## src/rtl/tsr_pkg.sv

```systemverilog
package tsr_pkg;
  typedef enum logic {
    RD_PUSH = 1'b0,
    RD_TRIG = 1'b1
  } rd_mode_e;
endpackage

```

## src/rtl/tsr_tick.sv

```systemverilog
module tsr_tick #(
  parameter int TS_W     = 4,
  parameter int TICK_DIV = 8
) (
  input  logic            clk,
  input  logic            rst_n,
  output logic [TS_W-1:0] ts_o
);
  localparam int DIV_W = (TICK_DIV > 1) ? $clog2(TICK_DIV) : 1;

  logic [DIV_W-1:0] div_q, div_n;
  logic [TS_W-1:0]  ts_q, ts_n;
  logic             wrap;

  always_comb begin
    wrap = (div_q == DIV_W'(TICK_DIV - 1));
    div_n = wrap ? '0 : div_q + 1'b1;
    ts_n  = wrap ? ts_q + 1'b1 : ts_q;
  end

  always_ff @(posedge clk or negedge rst_n) begin
    if (!rst_n) begin
      div_q <= '0;
      ts_q  <= '0;
    end else begin
      div_q <= div_n;
      ts_q  <= ts_n;
    end
  end

  assign ts_o = ts_q;
endmodule

```

## src/rtl/tsr_column.sv

```systemverilog
module tsr_column #(
  parameter int N_ROWS = 8,
  parameter int TS_W   = 4
) (
  input  logic              clk,
  input  logic              rst_n,
  input  logic [N_ROWS-1:0] hit_i,
  input  logic [TS_W-1:0]   ts_i,
  input  logic [TS_W-1:0]   req_ts_i,
  input  logic              expire_en_i,
  input  logic              protect_i,
  input  logic [TS_W-1:0]   lat_i,
  input  logic              rd_clr_i,
  output logic [N_ROWS-1:0] match_o,
  output logic              any_o
);
  logic [N_ROWS-1:0] occ_q, occ_n, cap;
  logic [TS_W-1:0]   stamp_q [N_ROWS];

  always_comb begin
    logic [TS_W-1:0] age;
    for (int r = 0; r < N_ROWS; r++) begin
      match_o[r] = occ_q[r] && (stamp_q[r] == req_ts_i);
      age        = ts_i - stamp_q[r];
      cap[r]     = 1'b0;
      occ_n[r]   = occ_q[r];
      if (occ_q[r]) begin
        if ((rd_clr_i && match_o[r]) ||
            (expire_en_i && (age > lat_i) && !(protect_i && match_o[r])))
          occ_n[r] = 1'b0;
      end else if (hit_i[r]) begin
        occ_n[r] = 1'b1;
        cap[r]   = 1'b1;
      end
    end
    any_o = |match_o;
  end

  always_ff @(posedge clk or negedge rst_n) begin
    if (!rst_n) begin
      occ_q <= '0;
      for (int r = 0; r < N_ROWS; r++) stamp_q[r] <= '0;
    end else begin
      occ_q <= occ_n;
      for (int r = 0; r < N_ROWS; r++)
        if (cap[r]) stamp_q[r] <= ts_i;
    end
  end
endmodule

```

## src/rtl/tsr_pick.sv

```systemverilog
module tsr_pick #(
  parameter int N_COLS = 8,
  parameter int COL_W  = 3
) (
  input  logic [N_COLS-1:0] flags_i,
  output logic              any_o,
  output logic [COL_W-1:0]  idx_o
);
  always_comb begin
    idx_o = '0;
    for (int i = N_COLS - 1; i >= 0; i--)
      if (flags_i[i]) idx_o = COL_W'(i);
    any_o = |flags_i;
  end
endmodule

```

## src/rtl/tsr_readout.sv

```systemverilog
module tsr_readout #(
  parameter int N_COLS   = 8,
  parameter int N_ROWS   = 8,
  parameter int TS_W     = 4,
  parameter int TICK_DIV = 8,
  localparam int COL_W   = (N_COLS > 1) ? $clog2(N_COLS) : 1,
  localparam int N_PIX   = N_COLS * N_ROWS
) (
  input  logic              clk,
  input  logic              rst_n,
  input  logic              mode_trig,
  input  logic [TS_W-1:0]   trig_lat,
  input  logic              trig_in,
  input  logic [N_PIX-1:0]  hit_in,
  input  logic              out_ready,
  output logic              out_valid,
  output logic [TS_W-1:0]   out_ts,
  output logic [COL_W-1:0]  out_col,
  output logic [N_ROWS-1:0] out_rows,
  output logic [TS_W-1:0]   ts_now
);
  import tsr_pkg::*;

  rd_mode_e          mode;
  logic [TS_W-1:0]   ts;
  logic [TS_W-1:0]   rd_ts_q, rd_ts_n;
  logic [TS_W-1:0]   trig_ts_q, trig_ts_n;
  logic              pend_q, pend_n;
  logic              active, accept, any_col;
  logic [TS_W-1:0]   req_ts;
  logic [N_COLS-1:0] col_flag;
  logic [N_ROWS-1:0] col_match [N_COLS];
  logic [COL_W-1:0]  sel;

  assign mode = rd_mode_e'(mode_trig);

  tsr_tick #(.TS_W(TS_W), .TICK_DIV(TICK_DIV)) tick_i (
    .clk(clk), .rst_n(rst_n), .ts_o(ts)
  );

  always_comb begin
    active = (mode == RD_TRIG) ? pend_q : (rd_ts_q != ts);
    req_ts = (mode == RD_TRIG) ? trig_ts_q : rd_ts_q;
  end

  for (genvar c = 0; c < N_COLS; c++) begin : g_col
    tsr_column #(.N_ROWS(N_ROWS), .TS_W(TS_W)) col_i (
      .clk        (clk),
      .rst_n      (rst_n),
      .hit_i      (hit_in[c*N_ROWS +: N_ROWS]),
      .ts_i       (ts),
      .req_ts_i   (req_ts),
      .expire_en_i(mode == RD_TRIG),
      .protect_i  (pend_q),
      .lat_i      (trig_lat),
      .rd_clr_i   (accept && (sel == COL_W'(c))),
      .match_o    (col_match[c]),
      .any_o      (col_flag[c])
    );
  end

  tsr_pick #(.N_COLS(N_COLS), .COL_W(COL_W)) pick_i (
    .flags_i(col_flag), .any_o(any_col), .idx_o(sel)
  );

  always_comb begin
    out_valid = active && any_col;
    accept    = out_valid && out_ready;
    out_ts    = req_ts;
    out_col   = sel;
    out_rows  = col_match[sel];
    ts_now    = ts;
  end

  always_comb begin
    rd_ts_n   = rd_ts_q;
    pend_n    = pend_q;
    trig_ts_n = trig_ts_q;
    if (mode == RD_PUSH) begin
      if (active && !any_col) rd_ts_n = rd_ts_q + 1'b1;
    end else if (pend_q) begin
      if (!any_col) pend_n = 1'b0;
    end else if (trig_in) begin
      pend_n    = 1'b1;
      trig_ts_n = ts - trig_lat;
    end
  end

  always_ff @(posedge clk or negedge rst_n) begin
    if (!rst_n) begin
      rd_ts_q   <= '0;
      trig_ts_q <= '0;
      pend_q    <= 1'b0;
    end else begin
      rd_ts_q   <= rd_ts_n;
      trig_ts_q <= trig_ts_n;
      pend_q    <= pend_n;
    end
  end
endmodule

```

## config.mk

```make
export PLATFORM = sky130hd
export DESIGN_NAME = tsr_readout
export DESIGN_NICKNAME = d
export VERILOG_FILES = /design/src/rtl/tsr_pkg.sv /design/src/rtl/tsr_tick.sv /design/src/rtl/tsr_column.sv /design/src/rtl/tsr_pick.sv /design/src/rtl/tsr_readout.sv
export SDC_FILE = /design/constraint.sdc
export NUM_CORES = 1
export LEC_CHECK = 0
export BUFFER_PORTS_ARGS = -buffer_cell sky130_fd_sc_hd__clkbuf_2
export CORE_MARGIN = 2
export CORE_UTILIZATION = 45
export DETAILED_ROUTE_END_ITERATION = 8
export SYNTH_ARGS = -nofsm -noshare
export SYNTH_HDL_FRONTEND = slang
export SYNTH_HIERARCHICAL = 1
export SYNTH_SLANG_ARGS = --single-unit
export TNS_END_PERCENT = 5
```

## constraint.sdc

```tcl
create_clock -name clk -period 9.9 [get_ports clk]
set_input_delay 2.475 -clock clk [delete_from_list [all_inputs] [get_ports clk]]
set_output_delay 2.475 -clock clk [all_outputs]
set_load 0.1 [all_outputs]
```

==> results.cfg, run 1 <==
[run_status]
status = finished, final reports clean

[drt]
vias_per_cell = 5.64
drt_pre_antenna_iters = 5
drt_iter0_markers = 1346
vias = 23000
drt-wirelength-per-cell_um = 21.1
route.detailed.drc = 0
wl_mm = 86.3
ant_nets = 0

[power_and_ir_drop]
netSwitchingFraction = 0.472
vdd_drop_max_v = 0.000340
leakage_nw = 15.6
p_switching_mw = 5.33
intPower_mw = 5.97
pwr-share-clk = 0.146
p_per_area_nw_per_um2 = 340
power_frac_seq = 0.207
combinationalPowerShare = 0.646

[worst_hold_path]
min_to = tick_i/div_q[0]$_DFF_PN0_
hp-start = tick_i/div_q[0]$_DFF_PN0_
hold_path_depth = 1
hp-class = flop to flop

[synth]
synth_area_leaders = dfrtp_1 28%, ha_1 19%, xor2_1 9.1%
async_reset_ff_frac = 1.00
synth_warnings = 6
synth_area_um2 = 30400
ys.flop_type = dfrtp_1
syn_avg_cell_area_um2 = 9.66
postSynthNetCount = 3741
synth-seq-area-share = 0.277
synth_top_area_share = 0.277
synth_seq_cells = 336
synth_edf_count = 0
synth_largest_area_cell = dfrtp_1
netlist_instances = 3148
synth_cell_type_count = 58

[finish]
final_cell_mix = 455 x ha_1, 331 x dfrtp_1, 326 x nand2_1, 317 x xor2_1, 309 x inv_1
final_common_cell = ha_1
diodes = 0
nets = 3766
area_growth_pct = 9.31
drive_gt1_frac = 0.151
fillers = 6169

[cts]
cts_resized = 0
insertion_delay_ns = 0.59
post_cts_buffers = 0
cts_buffers = 43
cts-root-buf = clkbuf_16
cts_hold_buffers = 0
clockBufferDepth = 3
clkSlewWorstSetupHoldPaths_ns = 0.06
clock_sinks = 336
cts_htree_levels = 2
cts_tree = built

[global_route]
grt_antenna_before_repair = 2
grt_overflow = 0
grt_max_degree = 170
grt_pass1_vias = 24200
grt_usage = 0.247
grt_pass1_wl_mm = 135

[timing]
fin_crit_sh = 0.940
clock.fmax_ghz = 0.107
totalNegativeSetupSlack_ns = 0
worst_slew_pin_slew_ns = 1.17
rsz0062_at_grt = no
setup_slack_ns = 0.595
setup_viol = 0
finalHoldViolCount = 0
period_needed_ns = 9.31
fin_skew_ns = 0.0281
slew_headroom = 0.223
timing.final.max_slew_violations = 0

[setup_path]
path_class = input port to primary output
critPathLaunchType = input port
r2r_slack_ns = 4.34
r2r-start = rd_ts_q[0]$_DFFE_PN0P_
endpoint_kind = primary output
rr_worst_depth = 15
cp.arrival_ns = 6.83
path_max_fanout = 22
crit_required_ns = 7.43
reg2reg_to = g_col[7].col_i/occ_q[7]$_DFF_PN0_

[floorplan]
io_pins = 93
start_util = 0.453
core_region_area_um2 = 67000
dieHeight_um = 264
die_w_um = 264
core.rowCount = 95
die_area_um2 = 69600

[placement]
finalWeightedCongestion = 0.877
dpl.hpwl_mm = 60.2
portBuffers = 92
pre_cts_slack_ns = 0.574

[run]
max-cap-violations = 0
registers in the layout (all words and copies together), names as in the netlist:
| register | count |
|---|---|
| pend_q | 1 |
| g_col.col_i/stamp_q | 256 |
| trig_ts_q | 4 |
| tick_i/ts_o | 4 |
| tick_i/div_q | 3 |
| g_col.col_i/occ_q | 64 |
| rd_ts_q | 4 |
synthesized netlist by cell type, types with 34 or more instances:
cell       count
a21o_1        69
a21oi_1      188
a31o_2        52
and2_1        48
buf_6         34
clkbuf_1      96
dfrtp_1      336
fa_1          65
ha_1         455
inv_1        309
mux2_2       142
nand2_1      326
nor2b_1       67
nor4_2        36
o2111ai_1     42
o21ai_0      204
xnor2_1      138
xor2_1       317
layer usage:
metal | up-vias | track usage | part of all wire
met1 | 11300 | 0.315 | 0.43
met2 | 613 | 0.411 | 0.47
li1 | 10800 | - | -
met5 | - | 0 | 0.00013
met4 | 2 | 0.103 | 0.041
met3 | 214 | 0.0466 | 0.059
through the flow:
step	util	total power, mW	std cells	area, um2	hold WS [ns]
floorplan	-	7.82	3148	30500	0.410
global placement	0.474	9.32	4001	31800	0.423
detailed placement	0.474	9.61	4001	31800	0.437
CTS	0.496	11.3	4080	33200	0.445
global route	0.496	12.2	4080	33200	0.478
finish	0.496	11.3	4080	33200	0.447
worst max-delay path, stage by stage:
cell and delay [ns]:
buf_4 0.15, mux2_4 0.52, xor2_1 0.20, nor4_1 0.07, buf_4 0.14, and2_1 0.20, or4_1 0.48, or4b_4 0.52
inv_1 0.07, a21oi_1 0.10, o41ai_4 0.42, buf_4 0.38, mux4_2 0.59, mux2_4 0.32, buf_12 0.18
cells by family after synthesis:
group / synth area share
compound gates: 0.123
xor+xnor: 0.131
fa+ha+maj: 0.230
buf+inv: 0.0657
flops: 0.277
mux: 0.0645
simple gates: 0.109
worst max path at each step:
stage,from,end,slack (ns)
global route,mode_trig,out_rows[2],0.37
finish,mode_trig,out_rows[2],0.59
CTS,mode_trig,out_rows[2],0.57
global placement,mode_trig,out_rows[0],0.62
detailed placement,mode_trig,out_rows[2],0.57
floorplan,mode_trig,out_rows[2],0.004
area by class of cell:
cell class / count / area, um2 / share of cell area
clock buffers: 66 / 1280 / 0.0386
flip-flops and latches: 336 / 8420 / 0.254
multi-input cells: 2351 / 20100 / 0.604
repair buffers: 132 / 1020 / 0.0307
inverters: 309 / 1160 / 0.0349
well taps: 873 / 1090 / 0.0329
clock inverters: 13 / 183 / 0.00550
power groups by stage:
stage / Sequential (mW) / Combinational (mW) / Clock (mW)
global placement: 2.35 / 6.96 / 0
finish: 2.34 / 7.31 / 1.65
floorplan: 2.18 / 5.64 / 0
detailed placement: 2.36 / 7.25 / 0
global route: 2.40 / 8.10 / 1.74
CTS: 2.34 / 7.30 / 1.69
Power figures use the tool's default switching activity.
==> run 2: changes to the inputs <==
CELL_PAD_IN_SITES_DETAIL_PLACEMENT = 1   (was unset)
CELL_PAD_IN_SITES_GLOBAL_PLACEMENT = 2   (was unset)
CORE_UTILIZATION = 42   (was 45)
PLACE_DENSITY_LB_ADDON = 0.1   (was unset)
==> run 2 against run 1 <==
Compared with the run above:
- cell count up 2.0%
- core utilization fell by 3.0 points
- global-route usage is 1.5 points higher
- power is 1.9% higher
- cell area rose by 0.35%
- clock-buffer cell count unchanged
- setup slack got worse by 0.14 ns
- routed wire length is 12% higher
- clock skew fell by 0.011 ns
- sequential power hardly changed
- largest cell class unchanged
- highest routed layer unchanged
==> results.cfg, run 2 (same netlist as run 1, synthesis figures left out) <==
[run_status]
status = finished, final reports clean

[floorplan]
die_w_um = 273
io_pins = 93
die_area_um2 = 74500
core_region_area_um2 = 71600
start_util = 0.425
core.rowCount = 98
dieHeight_um = 273

[cts]
cts_tree = built
post_cts_buffers = 0
cts_hold_buffers = 0
clockBufferDepth = 3
insertion_delay_ns = 0.58
cts_htree_levels = 2
clock_sinks = 336
cts_resized = 0
cts_buffers = 43
cts-root-buf = clkbuf_16
clkSlewWorstSetupHoldPaths_ns = 0.06

[finish]
reg.largest.list = g_col.col_i/stamp_q (256), g_col.col_i/occ_q (64)
nets = 3774
final_common_cell = ha_1
drive_gt1_frac = 0.153
regMostFlops = g_col.col_i/stamp_q
largest_reg_flops = 256
area_growth_pct = 9.69
final_cell_mix = 455 x ha_1, 331 x dfrtp_1, 326 x nand2_1, 317 x xor2_1, 309 x inv_1

[run]
max-cap-violations = 0

[timing]
period_needed_ns = 9.44
fin_skew_ns = 0.0173
setup_viol = 0
timing.final.max_slew_violations = 0
finalHoldViolCount = 0
totalNegativeSetupSlack_ns = 0
worst_slew_pin_slew_ns = 1.08
fin_crit_sh = 0.954
clock.fmax_ghz = 0.106
slew_headroom = 0.278
rsz0062_at_grt = no

[worst_hold_path]
hp-class = flop to flop
hold_path_depth = 1

[drt]
route.detailed.drc = 0
vias = 23200
wl_mm = 97.0
vias_per_cell = 5.58
ant_nets = 0
drt-wirelength-per-cell_um = 23.3
drt_pre_antenna_iters = 5
drt_iter0_markers = 972

[power_and_ir_drop]
p_per_area_nw_per_um2 = 345
finalPower_mw = 11.5
leakage_nw = 15.6
vdd_drop_max_v = 0.000563

[global_route]
gr-usage-met3 = 0.0332
use_met1 = 0.347
grtUsageMet2 = 0.447
grt_max_degree = 138
grt-busiest-layer = met2
grt_pass1_vias = 25600
grt_pass1_wl_mm = 150
grt_usage = 0.262
grt_overflow = 0
grt_antenna_before_repair = 6

[setup_path]
critPathLaunchType = input port
endpoint_kind = primary output
rr_worst_depth = 14
cp.arrival_ns = 6.97
path_max_fanout = 20
path_class = input port to primary output
slowest_stage = or4b_1
crit_required_ns = 7.43
crit_cells = 13
cp_common_cell = buf_4
worst-path-buf-inv = 4
critPathTopFamily = simple AND/OR/NAND/NOR gates
path_cells = buf_4 > mux2_4 > buf_4 > xor2_1 > nor4_1 > and2_1 > or4_1 > or4b_1 > o41ai_4 > buf_4 > mux4_2 > mux2_4 > buf_12
critPathMaxStageDelay_ns = 0.61

[placement]
portBuffers = 92
finalWeightedCongestion = 0.828
dpl.hpwl_mm = 69.0
-- run 2: cell count changes in the layout (fill, tap and decap cells not counted), moves of 2 or more --
cell,previous run,this run
buf_4,37,46
clkbuf_1,12,8
clkbuf_8,10,13
bufinv_16,4,2
diode_2,0,2
-- run 2: layout make-up --
| cell class | instances | area [um2] |
|---|---|---|
| Timing Repair Buffer | 140 | 1070 |
| Clock buffer | 66 | 1340 |
| Sequential cell | 336 | 8430 |
| Tap cell | 950 | 1190 |
| Inverter | 309 | 1160 |
| Fill cell | 8113 | 38300 |
| Clock inverter | 9 | 95.1 |
| Multi-Input combinational cell | 2351 | 20100 |
| Antenna cell | 2 | 5.00 |
-- run 2: power breakdown --
| group | leakage, nW | switching, mW | total, mW | internal [mW] |
|---|---|---|---|---|
| sequential | 4.05 | 0.484 | 2.36 | 1.87 |
| combinational | 10.9 | 4.41 | 7.55 | 3.14 |
| clock | 0.713 | 0.639 | 1.61 | 0.973 |
-- run 2: through the flow --
stage / util / setup slack (ns) / instances / instance area [um2] / hold WS, ns
after floorplan: - / 0.00421 / 3148 / 30500 / 0.410
after global placement: 0.446 / 0.488 / 4086 / 31900 / 0.420
after detailed placement: 0.446 / 0.480 / 4086 / 31900 / 0.432
after CTS: 0.466 / 0.462 / 4161 / 33300 / 0.440
after global routing: 0.466 / 0.268 / 4162 / 33300 / 0.458
final: 0.466 / 0.459 / 4163 / 33300 / 0.441
-- run 2: per-layer routing --
| layer | routed length, um | part of all wire | up-vias |
|---|---|---|---|
| met5 | 39 | 0.00040 | - |
| met4 | 2830 | 0.029 | 6 |
| met3 | 3540 | 0.037 | 139 |
| met2 | 46400 | 0.48 | 339 |
| met1 | 44100 | 0.46 | 11900 |
| li1 | - | - | 10900 |
-- run 2: worst paths after layout --
path,startpoint,endpoint,slack (ns)
setup / recovery,mode_trig,out_rows[3],0.46
hold / removal,tick_i/div_q[0]$_DFF_PN0_,tick_i/div_q[0]$_DFF_PN0_,0.44
setup reg to reg,rd_ts_q[0]$_DFFE_PN0P_,g_col[0].col_i/occ_q[5]$_DFF_PN0_,4.19
hold reg to reg,tick_i/div_q[0]$_DFF_PN0_,tick_i/div_q[0]$_DFF_PN0_,0.44
max in group asynchronous,rst_n,tick_i/ts_o[0]$_DFFE_PN0N_,6.39
min in group asynchronous,rst_n,g_col[0].col_i/stamp_q[1]$_DFFE_PN0P_,1.92
